[src/rtl/gpio_mw_pkg.sv]
// Shared definitions for the GPIO bank register file.
// Assumes byte-wide port registers and a fixed masked-write word layout:
// mask in bits 15:8, values in bits 7:0.
package gpio_mw_pkg;

    localparam int PORT_PINS = 8;

    typedef enum logic [2:0] {
        REG_MODE = 3'd0,
        REG_DIR  = 3'd1,
        REG_VAL  = 3'd2,
        REG_SYNC = 3'd3
    } reg_kind_e;

    // Replace only the bits selected by sel_mask.
    function automatic logic [PORT_PINS-1:0] merge_bits(
        input logic [PORT_PINS-1:0] old_bits,
        input logic [PORT_PINS-1:0] sel_mask,
        input logic [PORT_PINS-1:0] new_bits
    );
        return (old_bits & ~sel_mask) | (new_bits & sel_mask);
    endfunction

endpackage

[src/rtl/gpio_mw_decode.sv]
// Address decoder for the GPIO bank.
// Splits a byte address into alias flag, register kind and port index, and
// flags whether the address maps to a real register.
// Assumes 8-bit byte addresses, with at most four ports selected by bits 3:2.
module gpio_mw_decode
    import gpio_mw_pkg::*;
#(
    parameter int NUM_PORTS = 4,
    localparam int PIDX_W   = 2
) (
    input  logic [7:0]        addr,
    output logic              hit,
    output logic              alias_sel,
    output reg_kind_e         kind,
    output logic [PIDX_W-1:0] port_idx
);
    logic port_ok;

    // Port index range check; trivial when all four slots exist.
    generate
        if (NUM_PORTS >= 4) begin : g_full
            assign port_ok = 1'b1;
        end else begin : g_part
            assign port_ok = (int'(addr[3:2]) < NUM_PORTS);
        end
    endgenerate

    // Field split and map check.
    always_comb begin
        alias_sel = addr[7];
        kind      = reg_kind_e'(addr[6:4]);
        port_idx  = addr[3:2];
        hit       = (addr[1:0] == 2'b00) && !addr[6] && port_ok;
    end

endmodule

[src/rtl/gpio_mw_port.sv]
// State for one eight-pin port: mode, direction and output-value bytes, plus
// the two-stage input synchronizer.
// Assumes the parent has already applied the mask (all ones for a plain write).
module gpio_mw_port
    import gpio_mw_pkg::*;
(
    input  logic                 clk,
    input  logic                 rst_n,
    input  logic                 wr_sel,
    input  reg_kind_e            kind,
    input  logic [PORT_PINS-1:0] wmask,
    input  logic [PORT_PINS-1:0] wval,
    input  logic [PORT_PINS-1:0] pins_in,
    output logic [PORT_PINS-1:0] mode_q,
    output logic [PORT_PINS-1:0] dir_q,
    output logic [PORT_PINS-1:0] val_q,
    output logic [PORT_PINS-1:0] sync_q
);
    logic [PORT_PINS-1:0] meta_q;

    // Writable control bytes; the input byte has no write path.
    always_ff @(posedge clk) begin
        if (!rst_n) begin
            mode_q <= '0;
            dir_q  <= '0;
            val_q  <= '0;
        end else if (wr_sel) begin
            case (kind)
                REG_MODE: mode_q <= merge_bits(mode_q, wmask, wval);
                REG_DIR:  dir_q  <= merge_bits(dir_q,  wmask, wval);
                REG_VAL:  val_q  <= merge_bits(val_q,  wmask, wval);
                default:  ;
            endcase
        end
    end

    // Two-flop synchronizer for the pad levels.
    always_ff @(posedge clk) begin
        if (!rst_n) begin
            meta_q <= '0;
            sync_q <= '0;
        end else begin
            meta_q <= pins_in;
            sync_q <= meta_q;
        end
    end

endmodule

[src/rtl/gpio_mw_bank.sv]
// GPIO bank register file with plain and masked write paths.
// Decodes bus accesses, updates one port per write, serves combinational
// reads and drives the pad vectors.
// Assumes a single-cycle write strobe and a read address held steady for a cycle.
module gpio_mw_bank
    import gpio_mw_pkg::*;
#(
    parameter int NUM_PORTS = 4,
    localparam int NPINS    = NUM_PORTS * PORT_PINS,
    localparam int PIDX_W   = 2
) (
    input  logic             clk,
    input  logic             rst_n,
    input  logic             bus_wr_en,
    input  logic [7:0]       bus_addr,
    input  logic [31:0]      bus_wdata,
    output logic [31:0]      bus_rdata,
    input  logic [NPINS-1:0] pad_in,
    output logic [NPINS-1:0] pad_out,
    output logic [NPINS-1:0] pad_oe
);
    logic              dec_hit;
    logic              dec_alias;
    reg_kind_e         dec_kind;
    logic [PIDX_W-1:0] dec_port;
    logic [PORT_PINS-1:0] wr_mask;
    logic [PORT_PINS-1:0] mode_b [NUM_PORTS];
    logic [PORT_PINS-1:0] dir_b  [NUM_PORTS];
    logic [PORT_PINS-1:0] val_b  [NUM_PORTS];
    logic [PORT_PINS-1:0] sync_b [NUM_PORTS];
    logic [PORT_PINS-1:0] rd_byte;

    gpio_mw_decode #(.NUM_PORTS(NUM_PORTS)) dec_i (
        .addr      (bus_addr),
        .hit       (dec_hit),
        .alias_sel (dec_alias),
        .kind      (dec_kind),
        .port_idx  (dec_port)
    );

    // A plain write selects every pin; an alias write uses the carried mask.
    assign wr_mask = dec_alias ? bus_wdata[15:8] : {PORT_PINS{1'b1}};

    generate
        for (genvar p = 0; p < NUM_PORTS; p++) begin : g_port
            gpio_mw_port port_i (
                .clk     (clk),
                .rst_n   (rst_n),
                .wr_sel  (bus_wr_en && dec_hit && (int'(dec_port) == p)),
                .kind    (dec_kind),
                .wmask   (wr_mask),
                .wval    (bus_wdata[7:0]),
                .pins_in (pad_in[p*PORT_PINS +: PORT_PINS]),
                .mode_q  (mode_b[p]),
                .dir_q   (dir_b[p]),
                .val_q   (val_b[p]),
                .sync_q  (sync_b[p])
            );
            // Pad drive: output only under GPIO mode with direction set.
            assign pad_oe [p*PORT_PINS +: PORT_PINS] = mode_b[p] & dir_b[p];
            assign pad_out[p*PORT_PINS +: PORT_PINS] = val_b[p];
        end
    endgenerate

    // Read mux: alias addresses see the plain register, unmapped reads zero.
    always_comb begin
        rd_byte = '0;
        if (dec_hit) begin
            case (dec_kind)
                REG_MODE: rd_byte = mode_b[dec_port];
                REG_DIR:  rd_byte = dir_b[dec_port];
                REG_VAL:  rd_byte = val_b[dec_port];
                REG_SYNC: rd_byte = sync_b[dec_port];
                default:  rd_byte = '0;
            endcase
        end
    end

    assign bus_rdata = {{(32-PORT_PINS){1'b0}}, rd_byte};

endmodule

[config.mk]
export PLATFORM = sky130hd
export DESIGN_NAME = gpio_mw_bank
export DESIGN_NICKNAME = d
export VERILOG_FILES = /design/src/rtl/gpio_mw_pkg.sv /design/src/rtl/gpio_mw_decode.sv /design/src/rtl/gpio_mw_port.sv /design/src/rtl/gpio_mw_bank.sv
export SDC_FILE = /design/constraint.sdc
export NUM_CORES = 1
export LEC_CHECK = 0
export ABC_AREA = 1
export BUFFER_PORTS_ARGS = -buffer_cell sky130_fd_sc_hd__buf_2
export CAP_MARGIN = 20
export CORE_ASPECT_RATIO = 2
export CORE_MARGIN = 4
export CORE_UTILIZATION = 40
export CTS_BUF_LIST = sky130_fd_sc_hd__clkbuf_8
export CTS_CLUSTER_DIAMETER = 120
export DETAILED_ROUTE_END_ITERATION = 12
export PLACE_DENSITY_LB_ADDON = 0.3
export SYNTH_ARGS = -nofsm -noshare
export SYNTH_HDL_FRONTEND = slang
export SYNTH_SLANG_ARGS = --single-unit
[constraint.sdc]
create_clock -name clk -period 2.8 [get_ports clk]
set_input_delay 0.56 -clock clk [delete_from_list [all_inputs] [get_ports clk]]
set_output_delay 0.56 -clock clk [all_outputs]
set_load 0.01 [all_outputs]
==> results by group, run 1 <==
Run status
  • Status: finished, final reports clean

Layout
  • Final Net Count: 1578
  • Layout overhead on the synthesized area: 14.2%
  • Share of cells above drive strength 1: 12.9%
  • Finished Cell Area: 0.00941 mm2
  • Fillers: 2248
  • Layout Cells excl Fill: 1783
  • Fin util: 46.2%

Critical path
  • CP required: 2.24 ns
  • Max FO, Critical Path: 32
  • Kind of critical path: input pin to output pin
  • WP data arrival: 1.97 ns
  • Crit start category: input pin
  • Critical Path End Type: output pin

Place
  • Post-DP HPWL: 16900 um
  • DP Worst Slack: 0.275 ns
  • Placed Instances: 1750
  • Post-placement cell area: 0.00903 mm2
  • Final GP Congestion: 0.841
  • I/O Buffers: 130

Synthesis
  • Synth Area in Adders: 0%
  • EDFF count, synth: 0
  • Post-synth top cells: nand2_1 (625), nor2_1 (209), inv_1 (201)
  • Synth Register Bits: 160
  • Async set-reset flop share out of synthesis: 0%
  • Mapped Area: 0.00823 mm2
  • Compound-Gate Fraction of Synth Area: 0.365%
  • Library cells used by synthesis: 16
  • Synth Flop Type: dfxtp_1
  • Mean Syn Cell Area: 5.83 um2
  • Syn Inst Count: 1411
  • Most common cell in the netlist: nand2_1
  • Synth Area in Simple Gates: 45.0%
  • Synthesis warning total: 0
  • XOR/XNOR share of the synthesized area: 0%
  • Synth top area share: 38.9%
  • Synth area leaders: dfxtp_1 (39%), nand2_1 (28%), nor2_1 (9.5%)
  • Post-synthesis sequential area ratio: 38.9%
  • Area leader, netlist: dfxtp_1
  • Post-synthesis mux area share: 0%
  • Largest family of logic cells by synthesized area: simple AND/OR/NAND/NOR gates

Timing
  • Final Skew: 0.00678 ns
  • # setup viols final: 0
  • Setup TNS: 0 ns
  • Slew headroom: 55.1%
  • Fin crit period: 2.53 ns
  • PnR worst setup slack: 0.270 ns
  • Worst Max-Slew Pin Slew: 0.672 ns
  • Final Hold Vio Count: 0
  • Final count of pins violating max slew: 0
  • Unrepaired setup endpoints after global routing: false
  • Final period util: 90.4%
  • F_max: 395 MHz

Power
  • Internal power: 3.07 mW
  • Power per cell area: 455 mW/mm2
  • Switching part of the total power: 28.2%
  • Maximum vdd drop: 0.355 mV
  • Comb power frac: 8.1%
  • Register share of total power: 54.4%
  • Lkg Pwr: 5.76 nW
  • Psw: 1.21 mW
  • Clock power share: 37.5%

GRT
  • GR Util All Layers: 21.2%
  • Vias in the first global route: 7420
  • Initial antenna violation count: 1
  • Largest net degree at the start of global routing: 65
  • Total gr overflow: 0
  • Global-route wire length before repair: 37500 um

Floorplan
  • Core ar.: 0.0204 mm2
  • Vert. Die Dim: 211 um
  • Full die area: 0.0231 mm2
  • Die W: 109 um
  • Ports: 171
  • FP Rows: 74
  • Initial Utilization: 40.4%

Clocking
  • CTS sink cnt: 160
  • Num CTS Buffers: 17
  • TritonCTS clock tree: done
  • Clock H-tree levels: 4
  • Root buffer cell: clkbuf_8
  • Post-CTS Setup Bufs: 0
  • # resized after CTS: 0
  • CTS max path bufs: 2
  • Worst skew pair latency: 0.46 ns
  • Post-CTS Hold Fix Bufs: 0
  • CTS clk-pin slew, worst paths: 0.09 ns

Detailed routing
  • Vias: 8142
  • DR WL/cell: 13.5 um
  • DRT antenna net count: 0
  • Drt first pass iters: 6
  • DR WL met2: 12500 um
  • Wl on met1: 8820 um
  • Top Layer Used: met4
  • Met3 Wirelength: 1290 um
  • Vias per cell: 4.57
  • Total Wirelength: 24000 um
  • DRT iter0 DRCs: 566
  • DRC: 0

Hold path
  • Hold crit path type: input pin to flop

Run
  • Max-capacitance violation count: 0
-- logic make-up (layout without fill, tap and decap cells) --
family / count (synthesis) / count (layout)
and+or+nand+nor: 939 / 939
buffers and inverters: 305 / 387
DFF: 160 / 160
AOI/OAI and AO/OA: 6 / 6
other: 1 / 25
-- stage by stage --
stage,hold WS [ns],power [mW]
floorplan,0.390,2.61
global placement,0.393,2.73
finish,0.268,4.28
global route,0.257,4.45
detailed placement,0.396,2.73
CTS,0.239,4.33
-- power by group through the flow --
stage	Clock [mW]	Combinational [mW]	Sequential [mW]
2_1_floorplan	0	0.229	2.38
6_report	1.61	0.345	2.33
3_3_place_gp	0	0.342	2.38
3_5_place_dp	0	0.343	2.38
5_1_grt	1.73	0.381	2.34
4_1_cts	1.66	0.344	2.33
-- layer usage --
metal	track usage [%]	vias up
li1	-	4225
met1	22.8	3602
met2	37.1	249
met3	3.92	66
met4	13.5	0
met5	0	-
-- critical path, stage by stage --
cell,delay (ns)
buf_2,0.13
buf_4,0.35
nand2_1,0.09
nand2_1,0.11
nand2_1,0.06
nand2_1,0.06
nand2_1,0.05
nand2_1,0.06
nor2_1,0.04
nor2_1,0.26
buf_2,0.20
-- area by class of cell --
| class | count | area [um2] | share of cell area, % |
|---|---|---|---|
| timing repair buffer | 150 | 891 | 9.47 |
| clock inverter | 14 | 120 | 1.28 |
| tap | 266 | 333 | 3.54 |
| clock buffer | 18 | 248 | 2.63 |
| multi-input combinational | 969 | 3840 | 40.8 |
| sequential | 160 | 3200 | 34.1 |
| antenna | 1 | 2.50 | 0.0266 |
| inverter | 205 | 769 | 8.18 |
-- cells in the final DEF (no fill, tap or decap) --
| cell | instances |
|---|---|
| buf_12 | 7 |
| buf_2 | 129 |
| buf_4 | 14 |
| clkbuf_8 | 18 |
| clkinv_2 | 1 |
| clkinv_4 | 4 |
| clkinvlp_4 | 1 |
| conb_1 | 24 |
| dfxtp_1 | 160 |
| diode_2 | 1 |
| inv_1 | 201 |
| inv_2 | 4 |
| inv_6 | 7 |
| inv_8 | 1 |
| nand2_1 | 625 |
| nand3_1 | 96 |
| nand3_2 | 1 |
| nor2_1 | 209 |
| nor2_4 | 4 |
| nor3_2 | 2 |
| nor3_4 | 2 |
| o21ai_0 | 6 |
-- worst paths after layout --
| path | from | end | cells after the start | slack [ns] |
|---|---|---|---|---|
| worst min-delay path | pad_in[6] | g_port[0].port_i.meta_q[6]$_SDFF_PN0_ | 3 | 0.27 |
| worst min register to register | g_port[3].port_i.meta_q[4]$_SDFF_PN0_ | g_port[3].port_i.sync_q[4]$_SDFF_PN0_ | 2 | 0.41 |
| worst max register to register | flop | flop | 4 | 2.07 |
| worst max-delay path | bus_addr[2] | bus_rdata[1] | 11 | 0.27 |
No activity file was read; power rests on OpenSTA's default activity.
==> run 2, diff against run 1 <==
- CORE_ASPECT_RATIO: 2 -> 0.8
==> run 2 against run 1 <==
Via count is 0.38% higher. Critical path type unchanged. Sequential power hardly changed. Sequential share of layout area is 0.26 points lower. Sequential cell count stayed put. Worst setup slack better by 0.081 ns.
==> results by group, run 2 (synthesized netlist as in run 1, its figures left out) <==
Critical path
  • WP data arrival: 1.89 ns (-0.08 ns)
  • R2R cell count: 4 (unchanged)
  • Kind of critical path: input pin to output pin
  • Most frequent cell on the critical path: nand2_1
  • CP cell instances: buf_2 > inv_2 > buf_12 > nand2_1 > nand2_1 > nand2_1 > nand2_1 > nand2_1 > nand2_1 > nor2_1 > nor2_1 > buf_2
  • Crit start category: input pin
  • R2r setup slk: 2.10 ns (+0.03 ns)
  • Max FO, Critical Path: 35 (+9.4%)
  • Slowest-stage cell, CP: buf_12
  • Crit-path max cell delay: 0.20 ns (-0.15 ns)
  • CP required: 2.24 ns (about the same)
  • Critical Path End Type: output pin

Clocking
  • CTS max path bufs: 2 (unchanged)
  • Post-CTS Hold Fix Bufs: 0 (unchanged)
  • # resized after CTS: 0 (unchanged)
  • Worst skew pair latency: 0.44 ns (-0.02 ns)
  • CTS clk-pin slew, worst paths: 0.09 ns (about the same)
  • TritonCTS clock tree: done
  • Clock H-tree levels: 4 (unchanged)
  • Root buffer cell: clkbuf_8
  • CTS sink cnt: 160 (unchanged)
  • Num CTS Buffers: 17 (unchanged)
  • Post-CTS Setup Bufs: 0 (unchanged)

Timing
  • Worst Max-Slew Pin Slew: 0.655 ns (-0.0166 ns)
  • Setup TNS: 0 ns (unchanged)
  • Final period util: 87.5% (-2.9 points)
  • Unrepaired setup endpoints after global routing: false
  • Final count of pins violating max slew: 0 (unchanged)
  • Slew headroom: 56.3% (+1.2 points)
  • # setup viols final: 0 (unchanged)
  • Fin crit period: 2.45 ns (-0.0808 ns)
  • F_max: 408 MHz (+3.3%)
  • Hold slack: 0.291 ns (+0.0228 ns)
  • Final Hold Vio Count: 0 (unchanged)
  • Final Skew: 0.00512 ns (-0.00166 ns)

Power
  • Power per cell area: 461 mW/mm2 (+1.2%)
  • Maximum vdd drop: 0.272 mV (-24%)
  • Register share of total power: 53.4% (-1.0 points)
  • Clock power share: 38.6% (+1.1 points)
  • Comb power frac: 8.0% (about the same)
  • Power Total: 4.37 mW (+2.0%)
  • Switching part of the total power: 27.2% (-1.1 points)
  • Psw: 1.19 mW (-1.9%)
  • Lkg Pwr: 5.79 nW (+0.69%)
  • Internal power: 3.18 mW (+3.5%)

Hold path
  • Worst Hold Launch: pad_in[13]
  • Hold crit path type: input pin to flop
  • Worst Hold End: g_port[1].port_i.meta_q[5]$_SDFF_PN0_
  • Hold path cells: 3 (unchanged)

Detailed routing
  • DRT antenna net count: 0 (unchanged)
  • Vias per cell: 4.58 (+0.38%)
  • Drt first pass iters: 5 (-1)
  • DR WL/cell: 13.2 um (-2.4%)
  • Vias: 8173 (+0.38%)
  • Total Wirelength: 23500 um (-2.4%)
  • DRT iter0 DRCs: 625 (+10%)
  • DRC: 0 (unchanged)

Layout
  • Layout overhead on the synthesized area: 15.1%
  • Ant diodes: 0 (-1)
  • Final Net Count: 1581 (+0.19%)
  • Most frequent cells in the layout: nand2_1 (625), nor2_1 (209), inv_1 (201)
  • Share of cells above drive strength 1: 13.0% (+0.17 points)
  • Finished Cell Area: 0.00948 mm2 (+0.77%)
  • Most common cell after layout, fill and taps aside: nand2_1

Place
  • Post-placement cell area: 0.00909 mm2 (+0.64%)
  • Final GP Congestion: 0.842 (about the same)
  • Post-DP HPWL: 16100 um (-5.1%)
  • I/O Buffers: 130 (unchanged)

GRT
  • Largest net degree at the start of global routing: 52 (-20%)
  • Global-route wire length before repair: 37000 um (-1.1%)
  • GR Util All Layers: 20.1% (-1.1 points)
  • Vias in the first global route: 7257 (-2.2%)
  • Initial antenna violation count: 0 (-1)
  • Total gr overflow: 0 (unchanged)

Run
  • Max-capacitance violation count: 0 (unchanged)

Floorplan
  • Initial Utilization: 41.1% (+0.69 points)
  • Vert. Die Dim: 136 um (-35%)
  • FP Rows: 46 (-38%)
  • Full die area: 0.0230 mm2 (-0.54%)
  • Ports: 171 (unchanged)
  • Core ar.: 0.0200 mm2 (-1.7%)
  • Die W: 168 um (+54%)

Run status
  • Status: finished, final reports clean
==> run 2: changes by cell type in the layout (fill, tap and decap cells not counted), sizes merged <==
cell	before	now
clkbuf	18	19
bufinv	0	1
diode	1	0
clkinvlp	1	0
inv	213	212
buf	150	153
==> run 2: critical path: cells and delay by family <==
family,cells,cell delay (ns)
buffers and inverters,4,0.62
and+or+nand+nor,8,0.69
==> run 2: power by group through the flow <==
stage / Combinational, mW / Sequential (mW) / Clock [mW]
global route: 0.384 / 2.34 / 1.83
CTS: 0.349 / 2.33 / 1.72
detailed placement: 0.347 / 2.39 / 0
global placement: 0.345 / 2.39 / 0
finish: 0.350 / 2.33 / 1.69
floorplan: 0.229 / 2.38 / 0
==> run 2: worst max path at each step <==
stage | start | endpoint | slack, ns | depth (start not counted)
floorplan | bus_addr[2] | bus_rdata[6] | 0.67 | 12
global placement | bus_addr[2] | bus_rdata[5] | 0.37 | 12
detailed placement | bus_addr[2] | bus_rdata[5] | 0.36 | 12
CTS | bus_addr[2] | bus_rdata[5] | 0.36 | 12
global route | bus_addr[2] | bus_rdata[5] | 0.26 | 12
finish | bus_addr[2] | bus_rdata[5] | 0.35 | 12
==> run 2: final cells by class <==
| type | instances | area (um2) |
|---|---|---|
| Clock buffer | 19 | 262 |
| Inverter | 205 | 769 |
| Timing Repair Buffer | 153 | 951 |
| Fill cell | 2133 | 10600 |
| Clock inverter | 13 | 124 |
| Tap cell | 264 | 330 |
| Sequential cell | 160 | 3200 |
| Multi-Input combinational cell | 969 | 3840 |
==> run 2: metrics by stage <==
stage / std cells / setup slack [ns] / utilization (%)
2_1_floorplan: 1434 / 0.672 / -
3_3_place_gp: 1751 / 0.371 / 45.4
3_5_place_dp: 1751 / 0.362 / 45.4
4_1_cts: 1783 / 0.357 / 47.3
5_1_grt: 1783 / 0.263 / 47.3
6_report: 1783 / 0.350 / 47.3
==> run 2: routing by layer <==
metal  up-vias  part of all wire [%]  track usage [%]
met4         0                   1.4             4.87
met5         -                     0                0
li1       4235                     -                -
met2       307                    43             30.5
met1      3607                    48             29.5
met3        24                   7.7             3.92
==> run 3, diff against run 2 <==
- BUFFER_PORTS_ARGS: -buffer_cell sky130_fd_sc_hd__buf_2 -> -buffer_cell sky130_fd_sc_hd__buf_4
==> run 3 against run 2 <==
Cell count shrank 0.17%. Die area unchanged. Critical path depth did not move. Sequential power barely moved. Critical endpoint unchanged. Largest power group unchanged.
==> results by group, run 3 (synthesized netlist as in run 1, its figures left out) <==
Run status
  • Status: finished, final reports clean

Floorplan
  • Initial Utilization: 41.1% (unchanged)
  • Vert. Die Dim: 136 um (unchanged)
  • Full die area: 0.0230 mm2 (unchanged)
  • Core ar.: 0.0200 mm2 (unchanged)
  • FP Rows: 46 (unchanged)
  • Ports: 171 (unchanged)
  • Die W: 168 um (unchanged)

Power
  • Power per cell area: 459 mW/mm2 (-0.31%)
  • Lkg Pwr: 5.81 nW (+0.19%)
  • Power Total: 4.48 mW (+2.5%)
  • Maximum vdd drop: 0.269 mV (-1.0%)

Timing
  • Final count of pins violating max slew: 0 (unchanged)
  • Final Hold Vio Count: 0 (unchanged)
  • Worst Max-Slew Pin Slew: 0.548 ns (-0.107 ns)
  • Setup TNS: 0 ns (unchanged)
  • # setup viols final: 0 (unchanged)
  • F_max: 413 MHz (+1.2%)
  • Final Skew: 0.00415 ns (-0.000974 ns)
  • Final period util: 86.4% (-1.1 points)
  • Fin crit period: 2.42 ns (-0.0296 ns)
  • Slew headroom: 63.4% (+7.1 points)
  • Unrepaired setup endpoints after global routing: false

Hold path
  • Worst Hold Launch: pad_in[2]
  • Hold crit path type: input pin to flop
  • Worst Hold End: g_port[0].port_i.meta_q[2]$_SDFF_PN0_
  • Hold path cells: 3 (unchanged)

Place
  • Post-DP HPWL: 16000 um (-0.31%)
  • Final GP Congestion: 0.821 (-2.5%)
  • I/O Buffers: 130 (unchanged)

Layout
  • Most frequent cells in the layout: nand2_1 (625), nor2_1 (209), inv_1 (201)
  • Share of cells above drive strength 1: 12.9% (-0.17 points)
  • Fillers: 2102 (-1.5%)
  • Ant diodes: 0 (unchanged)
  • Most common cell after layout, fill and taps aside: nand2_1
  • Layout overhead on the synthesized area: 18.4%
  • Final Net Count: 1578 (-0.19%)

Detailed routing
  • DRT antenna net count: 0 (unchanged)
  • Vias per cell: 4.60 (+0.32%)
  • Top Layer Used: met4
  • Total Wirelength: 23300 um (-0.84%)
  • DRC: 0 (unchanged)
  • DRT iter0 DRCs: 667 (+6.7%)
  • DR WL/cell: 13.1 um (-0.68%)
  • DR WL met2: 10100 um (+0.46%)
  • Vias: 8185 (+0.15%)
  • Wl on met1: 11100 um (-1.4%)
  • Met3 Wirelength: 1740 um (-4.0%)
  • Drt first pass iters: 5 (unchanged)

GRT
  • Initial antenna violation count: 0 (unchanged)
  • Global-route wire length before repair: 37100 um (+0.24%)
  • Vias in the first global route: 7389 (+1.8%)
  • GR Util All Layers: 20.1% (+0.030 points)
  • Total gr overflow: 0 (unchanged)
  • Largest net degree at the start of global routing: 88 (+69%)

Critical path
  • Max FO, Critical Path: 45 (+29%)
  • WP data arrival: 1.86 ns (-0.03 ns)
  • Crit start category: input pin
  • Critical Path End Type: output pin
  • R2R cell count: 4 (unchanged)
  • CP required: 2.24 ns (about the same)
  • R2r setup slk: 2.09 ns (about the same)
  • Kind of critical path: input pin to output pin

Clocking
  • Post-CTS Hold Fix Bufs: 0 (unchanged)
  • CTS sink cnt: 160 (unchanged)
  • Post-CTS Setup Bufs: 0 (unchanged)
  • # resized after CTS: 0 (unchanged)
  • Root buffer cell: clkbuf_8
  • TritonCTS clock tree: done
  • Worst skew pair latency: 0.46 ns (+0.02 ns)
  • Clock H-tree levels: 4 (unchanged)
  • CTS clk-pin slew, worst paths: 0.09 ns (about the same)
  • CTS max path bufs: 2 (unchanged)
  • Num CTS Buffers: 17 (unchanged)

Run
  • Max-capacitance violation count: 0 (unchanged)
==> run 3: changes by cell type in the layout (fill, tap and decap cells not counted), sizes merged <==
cell,delta
buf,-3
clkbuf,-2
bufinv,+1
clkinv,-1
clkinvlp,+1
inv,+1
==> run 3: worst max-delay path: stages <==
cell and delay, ns:
buf_4 0.13, inv_2 0.07, buf_12 0.23, nand2_1 0.08
nand2_1 0.12, nand2_1 0.06, nand2_1 0.06, nand2_1 0.04
nand2_1 0.11, nor2_1 0.07, nor2_1 0.15, buf_4 0.16
==> run 3: how the worst max path moves through the flow <==
stage | from | to | slack (ns) | cells after the start
after floorplan | bus_addr[2] | bus_rdata[6] | 0.67 | 12
after global placement | bus_addr[2] | bus_rdata[5] | 0.39 | 12
after detailed placement | bus_addr[2] | bus_rdata[5] | 0.39 | 12
after CTS | bus_addr[2] | bus_rdata[5] | 0.38 | 12
after global routing | bus_addr[2] | bus_rdata[5] | 0.28 | 12
final | bus_addr[2] | bus_rdata[5] | 0.38 | 12
==> run 3: cell type report <==
| cell class | count | area, um2 | area share (%) |
|---|---|---|---|
| multi-input cells | 969 | 3840 | 39.4 |
| flip-flops and latches | 160 | 3200 | 32.9 |
| repair buffers | 150 | 1200 | 12.3 |
| inverters | 205 | 769 | 7.89 |
| well taps | 264 | 330 | 3.39 |
| clock buffers | 17 | 234 | 2.40 |
| clock inverters | 15 | 173 | 1.77 |
==> run 3: per-stage QoR <==
stage	setup slack, ns	hold slack (ns)	util [%]	instance area (um2)	cells
after floorplan	0.672	0.390	-	8320	1434
after global placement	0.386	0.397	46.6	9340	1748
after detailed placement	0.386	0.399	46.6	9340	1748
after CTS	0.384	0.246	48.7	9750	1780
after global routing	0.283	0.234	48.7	9750	1780
final	0.380	0.275	48.7	9750	1780
==> run 3: layer usage <==
metal	GRT usage, %	vias up
li1	-	4227
met1	28.6	3649
met2	31.0	288
met3	4.88	21
met4	4.64	0
met5	0	-
==> run 3: power by group <==
part | switching (mW) | internal (mW) | total [mW]
clock network | 0.965 | 0.823 | 1.79
registers | 0.0122 | 2.32 | 2.33
logic | 0.252 | 0.108 | 0.360
